**src/rtl/ide_strobe_pkg.sv**
```systemverilog
package ide_strobe_pkg;

    typedef struct packed {
        logic dma_only;
        logic iordy_en;
        logic fast;
    } drive_bits_t;

    typedef struct packed {
        logic [1:0] sp_code;
        logic [1:0] rc_code;
    } fast_fields_t;

    typedef enum logic [1:0] {
        ST_IDLE    = 2'd0,
        ST_STROBE  = 2'd1,
        ST_RECOVER = 2'd2
    } seq_state_t;

endpackage

```
**src/rtl/ide_drive_bits.sv**
```systemverilog
module ide_drive_bits
    import ide_strobe_pkg::*;
#(
    parameter int BASE = 0
) (
    input  logic [15:0] cfg_word,
    output drive_bits_t bits
);
    always_comb begin
        bits.fast     = cfg_word[BASE + 0];
        bits.iordy_en = cfg_word[BASE + 1];
        bits.dma_only = cfg_word[BASE + 3];
    end
endmodule

```
**src/rtl/ide_timing_select.sv**
```systemverilog
module ide_timing_select
    import ide_strobe_pkg::*;
#(
    parameter int COMPAT_SP = 12,
    parameter int COMPAT_RC = 10,
    parameter int CNT_W     = 4
) (
    input  drive_bits_t        drv0,
    input  drive_bits_t        drv1,
    input  fast_fields_t       shared_f,
    input  fast_fields_t       slave_f,
    input  logic               split_en,
    input  logic               req_drive,
    input  logic               req_dma,
    input  logic               req_dataport,
    output logic [CNT_W-1:0]   sp_len,
    output logic [CNT_W-1:0]   rc_len,
    output logic               iordy_en
);
    localparam logic [CNT_W-1:0] COMPAT_SP_L = CNT_W'(COMPAT_SP);
    localparam logic [CNT_W-1:0] COMPAT_RC_L = CNT_W'(COMPAT_RC);

    drive_bits_t  sel_bits;
    fast_fields_t sel_f;
    logic         use_fast;

    function automatic logic [CNT_W-1:0] sp_decode(input logic [1:0] code);
        logic [CNT_W-1:0] r;
        case (code)
            2'b00:   r = CNT_W'(5);
            2'b01:   r = CNT_W'(4);
            default: r = CNT_W'(3);
        endcase
        return r;
    endfunction

    function automatic logic [CNT_W-1:0] rc_decode(input logic [1:0] code);
        return CNT_W'(3'd4 - {1'b0, code});
    endfunction

    always_comb begin
        sel_bits = req_drive ? drv1 : drv0;
        sel_f    = (split_en && req_drive) ? slave_f : shared_f;
        use_fast = sel_bits.fast && (req_dma || (req_dataport && !sel_bits.dma_only));
        iordy_en = sel_bits.iordy_en;
        if (use_fast) begin
            sp_len = sp_decode(sel_f.sp_code);
            rc_len = rc_decode(sel_f.rc_code);
        end else begin
            sp_len = COMPAT_SP_L;
            rc_len = COMPAT_RC_L;
        end
    end
endmodule

```
**src/rtl/ide_strobe_seq.sv**
```systemverilog
module ide_strobe_seq
    import ide_strobe_pkg::*;
#(
    parameter int CNT_W = 4
) (
    input  logic             clk,
    input  logic             rst_n,
    input  logic             decode_en,
    input  logic             req_valid,
    input  logic             req_write,
    input  logic [CNT_W-1:0] sp_len,
    input  logic [CNT_W-1:0] rc_len,
    input  logic             iordy_en,
    input  logic             iordy,
    output logic             req_ready,
    output logic             dior_n,
    output logic             diow_n,
    output logic             done
);
    typedef struct packed {
        seq_state_t       state;
        logic [CNT_W-1:0] cnt;
        logic [CNT_W-1:0] rec;
        logic             ie;
        logic             dior_n;
        logic             diow_n;
        logic             done;
    } seq_regs_t;

    seq_regs_t r_d, r_q;

    always_comb begin
        r_d      = r_q;
        r_d.done = 1'b0;
        case (r_q.state)
            ST_IDLE: begin
                if (decode_en && req_valid) begin
                    r_d.state  = ST_STROBE;
                    r_d.cnt    = sp_len - CNT_W'(1);
                    r_d.rec    = rc_len;
                    r_d.ie     = iordy_en;
                    r_d.dior_n = req_write;
                    r_d.diow_n = !req_write;
                end
            end
            ST_STROBE: begin
                if (r_q.cnt != '0) begin
                    r_d.cnt = r_q.cnt - CNT_W'(1);
                end else if (!r_q.ie || iordy) begin
                    r_d.dior_n = 1'b1;
                    r_d.diow_n = 1'b1;
                    r_d.done   = 1'b1;
                    if (r_q.rec <= CNT_W'(1)) begin
                        r_d.state = ST_IDLE;
                    end else begin
                        r_d.state = ST_RECOVER;
                        r_d.cnt   = r_q.rec - CNT_W'(2);
                    end
                end
            end
            ST_RECOVER: begin
                if (r_q.cnt == '0) r_d.state = ST_IDLE;
                else               r_d.cnt   = r_q.cnt - CNT_W'(1);
            end
            default: r_d.state = ST_IDLE;
        endcase
    end

    always_ff @(posedge clk or negedge rst_n) begin
        if (!rst_n) begin
            r_q.state  <= ST_IDLE;
            r_q.cnt    <= '0;
            r_q.rec    <= '0;
            r_q.ie     <= 1'b0;
            r_q.dior_n <= 1'b1;
            r_q.diow_n <= 1'b1;
            r_q.done   <= 1'b0;
        end else begin
            r_q <= r_d;
        end
    end

    assign req_ready = (r_q.state == ST_IDLE) && decode_en;
    assign dior_n    = r_q.dior_n;
    assign diow_n    = r_q.diow_n;
    assign done      = r_q.done;
endmodule

```
**src/rtl/ide_strobe_gen.sv**
```systemverilog
module ide_strobe_gen
    import ide_strobe_pkg::*;
#(
    parameter int COMPAT_SP = 12,
    parameter int COMPAT_RC = 10
) (
    input  logic        clk,
    input  logic        rst_n,
    input  logic [15:0] cfg_word,
    input  logic [3:0]  slave_word,
    input  logic        req_valid,
    input  logic        req_drive,
    input  logic        req_write,
    input  logic        req_dma,
    input  logic        req_dataport,
    input  logic        iordy,
    output logic        req_ready,
    output logic        dior_n,
    output logic        diow_n,
    output logic        done
);
    localparam int N_DRIVES = 2;
    localparam int MAX_LEN  = (COMPAT_SP > COMPAT_RC) ?
                              ((COMPAT_SP > 5) ? COMPAT_SP : 5) :
                              ((COMPAT_RC > 5) ? COMPAT_RC : 5);
    localparam int CNT_W    = $clog2(MAX_LEN + 1);

    drive_bits_t  drv [N_DRIVES];
    fast_fields_t shared_f, slave_f;
    logic [CNT_W-1:0] sp_len, rc_len;
    logic             sel_ie;

    for (genvar g = 0; g < N_DRIVES; g++) begin : g_drive
        ide_drive_bits #(.BASE(4 * g)) u_bits (
            .cfg_word (cfg_word),
            .bits     (drv[g])
        );
    end

    assign shared_f = '{sp_code: cfg_word[13:12], rc_code: cfg_word[9:8]};
    assign slave_f  = '{sp_code: slave_word[3:2], rc_code: slave_word[1:0]};

    ide_timing_select #(
        .COMPAT_SP (COMPAT_SP),
        .COMPAT_RC (COMPAT_RC),
        .CNT_W     (CNT_W)
    ) u_sel (
        .drv0         (drv[0]),
        .drv1         (drv[1]),
        .shared_f     (shared_f),
        .slave_f      (slave_f),
        .split_en     (cfg_word[14]),
        .req_drive    (req_drive),
        .req_dma      (req_dma),
        .req_dataport (req_dataport),
        .sp_len       (sp_len),
        .rc_len       (rc_len),
        .iordy_en     (sel_ie)
    );

    ide_strobe_seq #(.CNT_W(CNT_W)) u_seq (
        .clk       (clk),
        .rst_n     (rst_n),
        .decode_en (cfg_word[15]),
        .req_valid (req_valid),
        .req_write (req_write),
        .sp_len    (sp_len),
        .rc_len    (rc_len),
        .iordy_en  (sel_ie),
        .iordy     (iordy),
        .req_ready (req_ready),
        .dior_n    (dior_n),
        .diow_n    (diow_n),
        .done      (done)
    );
endmodule

```
**config.mk**
```make
export PLATFORM = sky130hd
export DESIGN_NAME = ide_strobe_gen
export DESIGN_NICKNAME = d
export VERILOG_FILES = /design/src/rtl/ide_strobe_pkg.sv /design/src/rtl/ide_drive_bits.sv /design/src/rtl/ide_timing_select.sv /design/src/rtl/ide_strobe_seq.sv /design/src/rtl/ide_strobe_gen.sv
export SDC_FILE = /design/constraint.sdc
export NUM_CORES = 1
export LEC_CHECK = 0
export BUFFER_PORTS_ARGS = -buffer_cell sky130_fd_sc_hd__clkbuf_2
export CELL_PAD_IN_SITES_DETAIL_PLACEMENT = 1
export CELL_PAD_IN_SITES_GLOBAL_PLACEMENT = 1
export CORE_AREA = 10 10 68 70
export DETAILED_ROUTE_END_ITERATION = 10
export DIE_AREA = 0 0 78 80
export GPL_ROUTABILITY_DRIVEN = 0
export PLACE_DENSITY_LB_ADDON = 0.1
export SETUP_SLACK_MARGIN = 0.05
export SLEW_MARGIN = 30
export SYNTH_ARGS = -nofsm -noshare
export SYNTH_HDL_FRONTEND = slang
export SYNTH_HIERARCHICAL = 1
export SYNTH_SLANG_ARGS = --single-unit
export TNS_END_PERCENT = 20
```
**constraint.sdc**
```tcl
create_clock -name clk -period 2.37 [get_ports clk]
set_input_delay 0 -clock clk [delete_from_list [all_inputs] [get_ports clk]]
set_output_delay 0 -clock clk [all_outputs]
set_load 0.05 [all_outputs]
```
---- Word-level counts from Yosys, hierarchy flattened ----
Index checks and enable logic that the tools add are counted.
storage, ports and cells
  bits in registers ....................... 14
  bits of input ports ..................... 28
  output and inout bits ................... 4
  logic and storage cells ................. 61
operators by class
  add/sub/neg operators ................... 4
  order comparisons ....................... 1
  equality and inequality tests ........... 10
  multiplexer cells ....................... 19
  reductions and logical operators ........ 20
operators with widths
  operator                                                         number
  two-way mux 4 bit                                                6
  two-way mux 13 bit                                               1
  one-hot mux 4 bit (3 select lines)                               1
  two-way mux 3 bit                                                3
  AND reduction 4 bit                                              2
  subtractor 4 x 1 -> 4 bit (second input constant)                2
  two-way mux 2 bit                                                3
  two-way mux 6 bit                                                1
  inequality test 2 x 1 -> 1 bit (second input constant)           3
  one-hot mux 2 bit (3 select lines)                               1
  one-hot mux 3 bit (2 select lines)                               1
  logical AND 1 bit                                                5
  AND reduction 5 bit                                              1
  equality test 2 x 1 -> 1 bit (second input constant)             2
  less-or-equal comparator 4 x 1 -> 1 bit (second input constant)  1
  zero test 2 bit                                                  2
  zero test 4 bit                                                  1
  inequality test 2 bit (second input constant)                    2
  one-hot mux 2 bit (2 select lines)                               1
  nonzero test 4 bit                                               1
  subtractor 3 x 2 -> 4 bit (first input constant)                 1
  subtractor 4 x 2 -> 4 bit (second input constant)                1
  zero test 1 bit                                                  3
  inequality test 3 x 1 -> 1 bit (second input constant)           1
  other kinds (7)                                                  8

---- Depth between registers and ports, before layout ----
Gate-level depths: netlist of run 1.
  depth after elaboration ................. 9
  depth in mapped cells ................... 9
  gate-level depth less buffers ........... 8

---- Hierarchy ----
The synthesis of run 1 kept the hierarchy.
by module, submodules not included
  module             times used  cells each  area an instance (µm²)  sequential area each (µm²)
  ide_strobe_seq     1           103         1029.7                  352.8
  ide_timing_select  1           21          165.2                   0.0
  ide_drive_bits     2           3           22.5                    0.0

---- Worst setup path after synthesis of run 1 ----
OpenSTA, ideal clock, no wires.
  kind .................................... input port to flip-flop
  start ................................... input cfg_word[7]
  end ..................................... register u_seq/r_q[11] (netlist name)
  setup time .............................. 76 ps
  arrival ................................. 1664 ps
  required time ........................... 2294 ps
  setup slack ............................. 629 ps
  cell stages on the path ................. 8
  buffers on the path ..................... 1
  cells stage by stage .................... buf_4 > nand2b_1 > a31oi_2 > or3_1 > or4_1 > a211o_1 > o311a_1 > o21ai_1
on the way
  longest elaborated chain between the ends .. 9
ends and longest elaborated chain
  item                                RTL line                 source
  from (decl)                         ide_strobe_gen.sv:9      input logic [15:0] cfg_word,
  two-way mux 3 bit                   ide_timing_select.sv:42  sel_bits = req_drive ? drv1 : drv0;
  zero test 1 bit                     ide_timing_select.sv:44  use_fast = sel_bits.fast && (req_dma || (req_dataport && !sel_bits.dma_only));
  logical AND 1 bit                   ide_timing_select.sv:44
  logical OR 1 bit                    ide_timing_select.sv:44
  logical AND 1 bit                   ide_timing_select.sv:44
  two-way mux 4 bit                   ide_timing_select.sv:46  if (use_fast) begin
  net sp_len[2]                       ide_strobe_gen.sv:30     logic [CNT_W-1:0] sp_len, rc_len;
  subtractor 4 x 1 -> 4 bit           ide_strobe_seq.sv:39     r_d.cnt = sp_len - CNT_W'(1);
  two-way mux 13 bit                  ide_strobe_seq.sv:37     if (decode_en && req_valid) begin
  one-hot mux 4 bit (3 select lines)  ide_strobe_seq.sv:35     case (r_q.state)
  to (signal assigned)                ide_strobe_seq.sv:79     r_q <= r_d;
  to (decl)                           ide_strobe_seq.sv:30     seq_regs_t r_d, r_q;
The timed path passes the listed nets, and every way through them passes these cells. The select of a mux whose other input is x is not followed.
A chain may end at the register's enable or synchronous reset.

---- Worst setup path in the final report of run 1 ----
  start ................................... register u_seq/r_q[8] (netlist name)
  end ..................................... register u_seq/r_q[13] (netlist name)
on the way
  longest elaborated chain between the ends .. 3
  elaborated cells between the ends (all ways) .. 5
  classes of those cells .................. 2 x eq/ne; 3 x reduce/logical
ends and longest elaborated chain
  item                                                                                      RTL line
  zero test 4 bit or nonzero test 4 bit (tied branches)                                     ide_strobe_seq.sv:62, ide_strobe_seq.sv:47
  inequality test 2 x 1 -> 1 bit (no source line) or inequality test 2 bit (tied branches)  -
  AND reduction 4 bit (no source line) (*)                                                  -
Mark *: on every way between the ends. The rest lies on a longest branch, timed or not.

==> results of run 1 <==
layer usage:
layer,GRT usage,share of wire,vias to the layer above
li1,-,-,516
met1,0.130,0.46,503
met2,0.190,0.49,20
met3,0.0203,0.034,2
met4,0.0538,0.013,0
met5,0,0,-
path summary, 6_finish.rpt:
kind                       slack, ns                startpoint  depth (start not counted)                   endpoint
min in group asynchronous       0.15                     rst_n                          2  u_seq/r_q[10]$_DFFE_PN0P_
hold / removal                  0.03                 req_write                          4   u_seq/diow_n$_DFFE_PN1P_
max in group asynchronous       1.88                     rst_n                          2   u_seq/diow_n$_DFFE_PN1P_
setup / recovery                0.45  u_seq/r_q[8]$_DFFE_PN0P_                          6  u_seq/r_q[13]$_DFFE_PN0P_
setup reg to reg                0.45  u_seq/r_q[8]$_DFFE_PN0P_                          6  u_seq/r_q[13]$_DFFE_PN0P_
hold reg to reg                 0.51  u_seq/r_q[3]$_DFFE_PN0P_                          1   u_seq/r_q[3]$_DFFE_PN0P_
layout by cell type (no fill, tap or decap), types with 2 or more instances in the layout:
| master | synthesis | layout |
|---|---|---|
| nor3b_1 | 3 | 3 |
| clkbuf_4 | 0 | 3 |
| nand2b_1 | 3 | 3 |
| o31ai_1 | 2 | 2 |
| nor3_1 | 7 | 7 |
| nand4_1 | 2 | 2 |
| nor2b_1 | 2 | 2 |
| mux2i_1 | 5 | 5 |
| clkbuf_2 | 0 | 27 |
| a21oi_2 | 2 | 2 |
| xor2_1 | 3 | 3 |
| or3_1 | 2 | 2 |
| mux2_2 | 6 | 6 |
| and3b_1 | 2 | 2 |
| a21oi_1 | 2 | 2 |
| a2bb2oi_1 | 2 | 2 |
| nand3_1 | 2 | 2 |
| o21ai_0 | 4 | 4 |
| ha_1 | 9 | 9 |
| dfstp_2 | 2 | 2 |
| inv_1 | 11 | 11 |
| nand2_1 | 4 | 4 |
| a31oi_1 | 2 | 2 |
| o311a_2 | 2 | 2 |
| dfrtp_1 | 12 | 12 |
| o22ai_1 | 3 | 3 |
worst register-to-register path, cell delays in order, from the launching register on:
cell and delay, ns:
dfrtp_1 0.41, inv_1 0.15, ha_1 0.25, or3b_4 0.45
a21oi_2 0.16, a2bb2oi_2 0.21, mux2i_1 0.21
sequential cells by signal (all words and copies together) (netlist names):
signal        flops
u_seq/dior_n      1
u_seq/diow_n      1
u_seq/done        1
u_seq/r_q        11
cell families after synthesis:
kind of cell	after synthesis	synth area share
AND/OR/NAND/NOR	39	0.200
AO/OA/AOI/OAI	31	0.197
buffers and inverters	22	0.105
flip-flops	14	0.285
multiplexers	11	0.0949
adder cells (fa/ha/maj)	9	0.0908
XOR/XNOR	4	0.0283
where the power goes:
| part | switching, mW | internal [mW] |
|---|---|---|
| Clock | 0.0885 | 0.0934 |
| Sequential | 0.0767 | 0.332 |
| Combinational | 0.483 | 0.362 |
cell type report:
class,count,share of cell area
Timing Repair Buffer,29,0.109
Multi-Input combinational cell,94,0.542
Inverter,11,0.0295
Clock buffer,4,0.0260
Tap cell,46,0.0412
Sequential cell,14,0.252
==> results.ini, run 1 <==
[clock_network]
cts_num_sinks = 14
cts_root_buf = clkbuf_4
clock_latency_ns = 0.29
ctsHtreeMaxLevel = 1
path_clk_slew_ns = 0.10
cts_made_buffers = 3
clock_path_buffers = 2
postCtsHoldBufs = 1
cts_setup_buffers = 0
cts_resized = 0
cts_tree = done

[drt]
dr.pass1.iters = 4
totalWireLength_mm = 3.24
via_count = 1041
via_per_inst = 5.26
drt_iter0_markers = 56
ant_nets = 0
drcViolationCount = 0
wire_per_inst_um = 16.4

[job]
cap_violations = 0

[sta]
slew_headroom = 0.610
max_freq_ghz = 0.520
finalCriticalPeriod_ns = 1.92
finalHoldViolCount = 0
skew_ns = 0.0120
rsz0062_at_grt = false
fin_setup_tns_ns = 0
setup_viol = 0
fin_crit_sh = 0.811
fin_ws_ns = 0.447
worst_pin_slew_ns = 0.580
slew_viol_final = 0
whs_ns = 0.0301

[synth]
synthesis.area_um2 = 1240
yosys_register_bits = 14
synth_nets = 167
yosys-top-cells-area = dfrtp_1 (24%), ha_1 (9.1%), mux2_2 (5.4%), buf_4 (4.8%), dfstp_2 (4.2%)
synth.largest_area_cell = dfrtp_1
ys_seq_area_frac = 0.285
yosysMostFrequentCell = dfrtp_1
ys_types = 53
yosysWarnings = 6
yosysTopAreaCellShare = 0.242
syn_inst = 130
async_flop_share = 1.00
synth-edff-count = 0
syn_avg_cell_area_um2 = 9.54
synth-main-ff-cell = dfrtp_1
yosys-top-cells-count = dfrtp_1 (12), inv_1 (11), ha_1 (9)

[global_routing]
track_usage = 0.111
gr-total-overflow = 0
grt_max_degree = 15
grt_pass1_vias = 1176
antenna_found_initial = 0
grt_pass1_wl_mm = 5.57

[floorplanning]
die_y_um = 80
ios = 32
dieArea_um2 = 6240
die_w_um = 78
initial_core_util = 0.378
row_count = 21
floorplan.core_area_um2 = 3280

[setup_path]
crit_chain = inv_1 -> ha_1 -> or3b_4 -> a21oi_2 -> a2bb2oi_2 -> mux2i_1
slowest_delay_ns = 0.45
cp_top_family = simple AND/OR/NAND/NOR gates
critical_path_required_ns = 2.58
worst_setup_path_end_kind = flip-flop
path_buf_inv = 1
worstSetupPathType = reg -> reg
crit_slowest_cell = or3b_4
cp.arrival_ns = 2.13
setup.worst_path.start_class = flip-flop
crit_fanout = 5

[placed_design]
numPortBuffers = 27
place_area_um2 = 1350
place_hpwl_mm = 2.61
place_ws_ns = 0.416
placed_cells = 193

[power]
power_mw = 1.44
cellPowerDensity_nw_per_um2 = 1030
p_leak_nw = 0.649
ir_drop_uv = 217

[outcome]
status = finished clean

[finish]
diodes = 0
nets = 190
regArea_um2 = 353
post-route-util = 0.426
multi_input_area_um2 = 757
final_area_um2 = 1400
num-fill-cells = 404
instances_no_fill = 198
synthToLayoutAreaGrowth_pct = 12.7
layout-drive-gt1-share = 0.336

[worst_hold_path]
hold_path.class = in -> reg

No activity file was read; power rests on OpenSTA's default activity.
==> run 2: changes to the inputs <==
--- a/config.mk
+++ b/config.mk
@@ -8,9 +8,9 @@
 export BUFFER_PORTS_ARGS = -buffer_cell sky130_fd_sc_hd__clkbuf_2
 export CELL_PAD_IN_SITES_DETAIL_PLACEMENT = 1
 export CELL_PAD_IN_SITES_GLOBAL_PLACEMENT = 1
-export CORE_AREA = 10 10 68 70
+export CORE_AREA = 10 10 70 72
 export DETAILED_ROUTE_END_ITERATION = 10
-export DIE_AREA = 0 0 78 80
+export DIE_AREA = 0 0 80 82
 export GPL_ROUTABILITY_DRIVEN = 0
 export PLACE_DENSITY_LB_ADDON = 0.1
 export SETUP_SLACK_MARGIN = 0.05
==> constraint.sdc (replaced) <==
create_clock -name clk -period 1.75 [get_ports clk]
set_input_delay 0 -clock clk [delete_from_list [all_inputs] [get_ports clk]]
set_output_delay 0 -clock clk [all_outputs]
set_load 0.05 [all_outputs]
==> results.ini, run 2 (synthesis gave the netlist of run 1 again) <==
[outcome]
status = finished clean

[finish]
num-fill-cells = 436
diodes = 0
top_register = u_seq/r_q
layout_commonest_cell = clkbuf_2
synthToLayoutAreaGrowth_pct = 29.2
largest_register_ffs = 11
layout-drive-gt1-share = 0.468
instances_no_fill = 219
nets = 209
final_cell_mix = clkbuf_2 (26), buf_4 (20), dfrtp_1 (12)

[drt]
via_per_inst = 5.16
wire_per_inst_um = 16.0
dr.pass1.iters = 4
totalWireLength_mm = 3.50
drt_iter0_markers = 39
ant_nets = 0
drcViolationCount = 0
via_count = 1131

[setup_path]
cp.arrival_ns = 1.92
cp_top_family = simple AND/OR/NAND/NOR gates
worst_setup_path_end_kind = flip-flop
path_buf_inv = 1
setup.worst_path.start_class = flip-flop
critical_path_required_ns = 1.97
crit_slowest_cell = or3b_4
r2r_cells = 6
crit_fanout = 5
path_common_cell = a2bb2oi_1
r2r_start = u_seq/r_q[9]$_DFFE_PN0P_
worstSetupPathType = reg -> reg
slowest_delay_ns = 0.43
regToRegSetupSlack_ns = 0.05
worstReg2RegEnd = u_seq/diow_n$_DFFE_PN1P_
crit_chain = inv_2 -> ha_4 -> or3b_4 -> nor2_4 -> a2bb2oi_1 -> a2bb2oi_1

[floorplanning]
floorplan.core_area_um2 = 3580
row_count = 22
die_w_um = 80
die_y_um = 82
ios = 32
initial_core_util = 0.347
dieArea_um2 = 6560

[worst_hold_path]
hold_path.class = in -> reg
worstHoldStart = req_write
worstHoldPathCells = 4
hold_path_end = u_seq/diow_n$_DFFE_PN1P_

[placed_design]
numPortBuffers = 27
place_ws_ns = -0.104
placed_cells = 210
place_hpwl_mm = 2.95

[global_routing]
grt_pass1_wl_mm = 6.02
antenna_found_initial = 0
gr-total-overflow = 0
grt_pass1_vias = 1299
track_usage = 0.114
grt_max_degree = 15

[power]
p_leak_nw = 0.749
ir_drop_uv = 637
cellPowerDensity_nw_per_um2 = 1380
power_mw = 2.20

[clock_network]
clock_latency_ns = 0.29
cts_num_sinks = 14
ctsHtreeMaxLevel = 1
cts_root_buf = clkbuf_4
cts_made_buffers = 3
cts_tree = done
clock_path_buffers = 2
path_clk_slew_ns = 0.10

[sta]
rsz0062_at_grt = true
finalHoldViolCount = 0
whs_ns = 0.0258
slew_headroom = 0.672
worst_pin_slew_ns = 0.492
setup_viol = 0
max_freq_ghz = 0.588
fin_ws_ns = 0.0486
skew_ns = 0.00603
fin_crit_sh = 0.972
slew_viol_final = 0
finalCriticalPeriod_ns = 1.70

[job]
cap_violations = 0

[run 2: cell types whose count changed in the layout (fill, tap and decap cells not counted), moves of 2 or more]
cell | previous run | this run
ha_1 | 9 | 7
o21ai_0 | 4 | 2
buf_4 | 1 | 20
o21ai_1 | 1 | 3
inv_2 | 0 | 2
inv_1 | 11 | 9
[run 2: metal layers]
| layer | wire, um | global-route usage | vias up | part of all wire |
|---|---|---|---|---|
| met4 | 74 | 0.0423 | 0 | 0.021 |
| met1 | 1460 | 0.127 | 545 | 0.42 |
| li1 | - | - | 554 | - |
| met5 | 0 | 0 | - | 0 |
| met2 | 1770 | 0.196 | 26 | 0.51 |
| met3 | 192 | 0.0382 | 6 | 0.055 |
[run 2: per-stage QoR]
| step | utilization | cell area (um2) | TNS, ns |
|---|---|---|---|
| after floorplan | - | 1260 | 0 |
| after global placement | 0.416 | 1490 | -0.0719 |
| after detailed placement | 0.416 | 1490 | -0.189 |
| after CTS | 0.438 | 1570 | 0 |
| after global routing | 0.448 | 1600 | -0.0908 |
| final | 0.448 | 1600 | 0 |
[run 2: final cells by class]
| cell class | count | area (um2) | share of cell area |
|---|---|---|---|
| clock buffers | 4 | 36.3 | 0.0227 |
| inverters | 11 | 41.3 | 0.0258 |
| multi-input cells | 94 | 813 | 0.508 |
| flip-flops and latches | 14 | 353 | 0.220 |
| well taps | 48 | 60.1 | 0.0375 |
| repair buffers | 48 | 298 | 0.186 |
[run 2: how the worst max path moves through the flow]
stage          depth (start not counted)  slack, ns                       from                         to
2_1_floorplan                          8       0.05                cfg_word[7]  u_seq/r_q[11]$_DFFE_PN0P_
3_3_place_gp                           8      -0.07                  req_drive  u_seq/r_q[11]$_DFFE_PN0P_
3_5_place_dp                           8      -0.10                  req_drive  u_seq/r_q[11]$_DFFE_PN0P_
4_1_cts                                6       0.03  u_seq/r_q[12]$_DFFE_PN0P_  u_seq/r_q[10]$_DFFE_PN0P_
5_1_grt                                6      -0.05   u_seq/r_q[9]$_DFFE_PN0P_   u_seq/diow_n$_DFFE_PN1P_
6_report                               6       0.05   u_seq/r_q[9]$_DFFE_PN0P_   u_seq/diow_n$_DFFE_PN1P_
[run 2: report_power, final]
group	switching, mW	internal [mW]
clock network	0.122	0.127
registers	0.0990	0.450
logic	0.742	0.663
[run 2: timing repair]
action	4_1_cts	5_1_grt
setup buffers	3	1
gates resized for setup	5	8
hold buffers	1	0
pin swaps	4	2
setup endpoints to repair	7	9
endpoints found under the hold margin	14	0
[run 2: worst min-delay path: cells and delay by family]
family,cells,cell delay (ns)
AOI/OAI and AO/OA,2,0.19
buffers and inverters,2,0.12
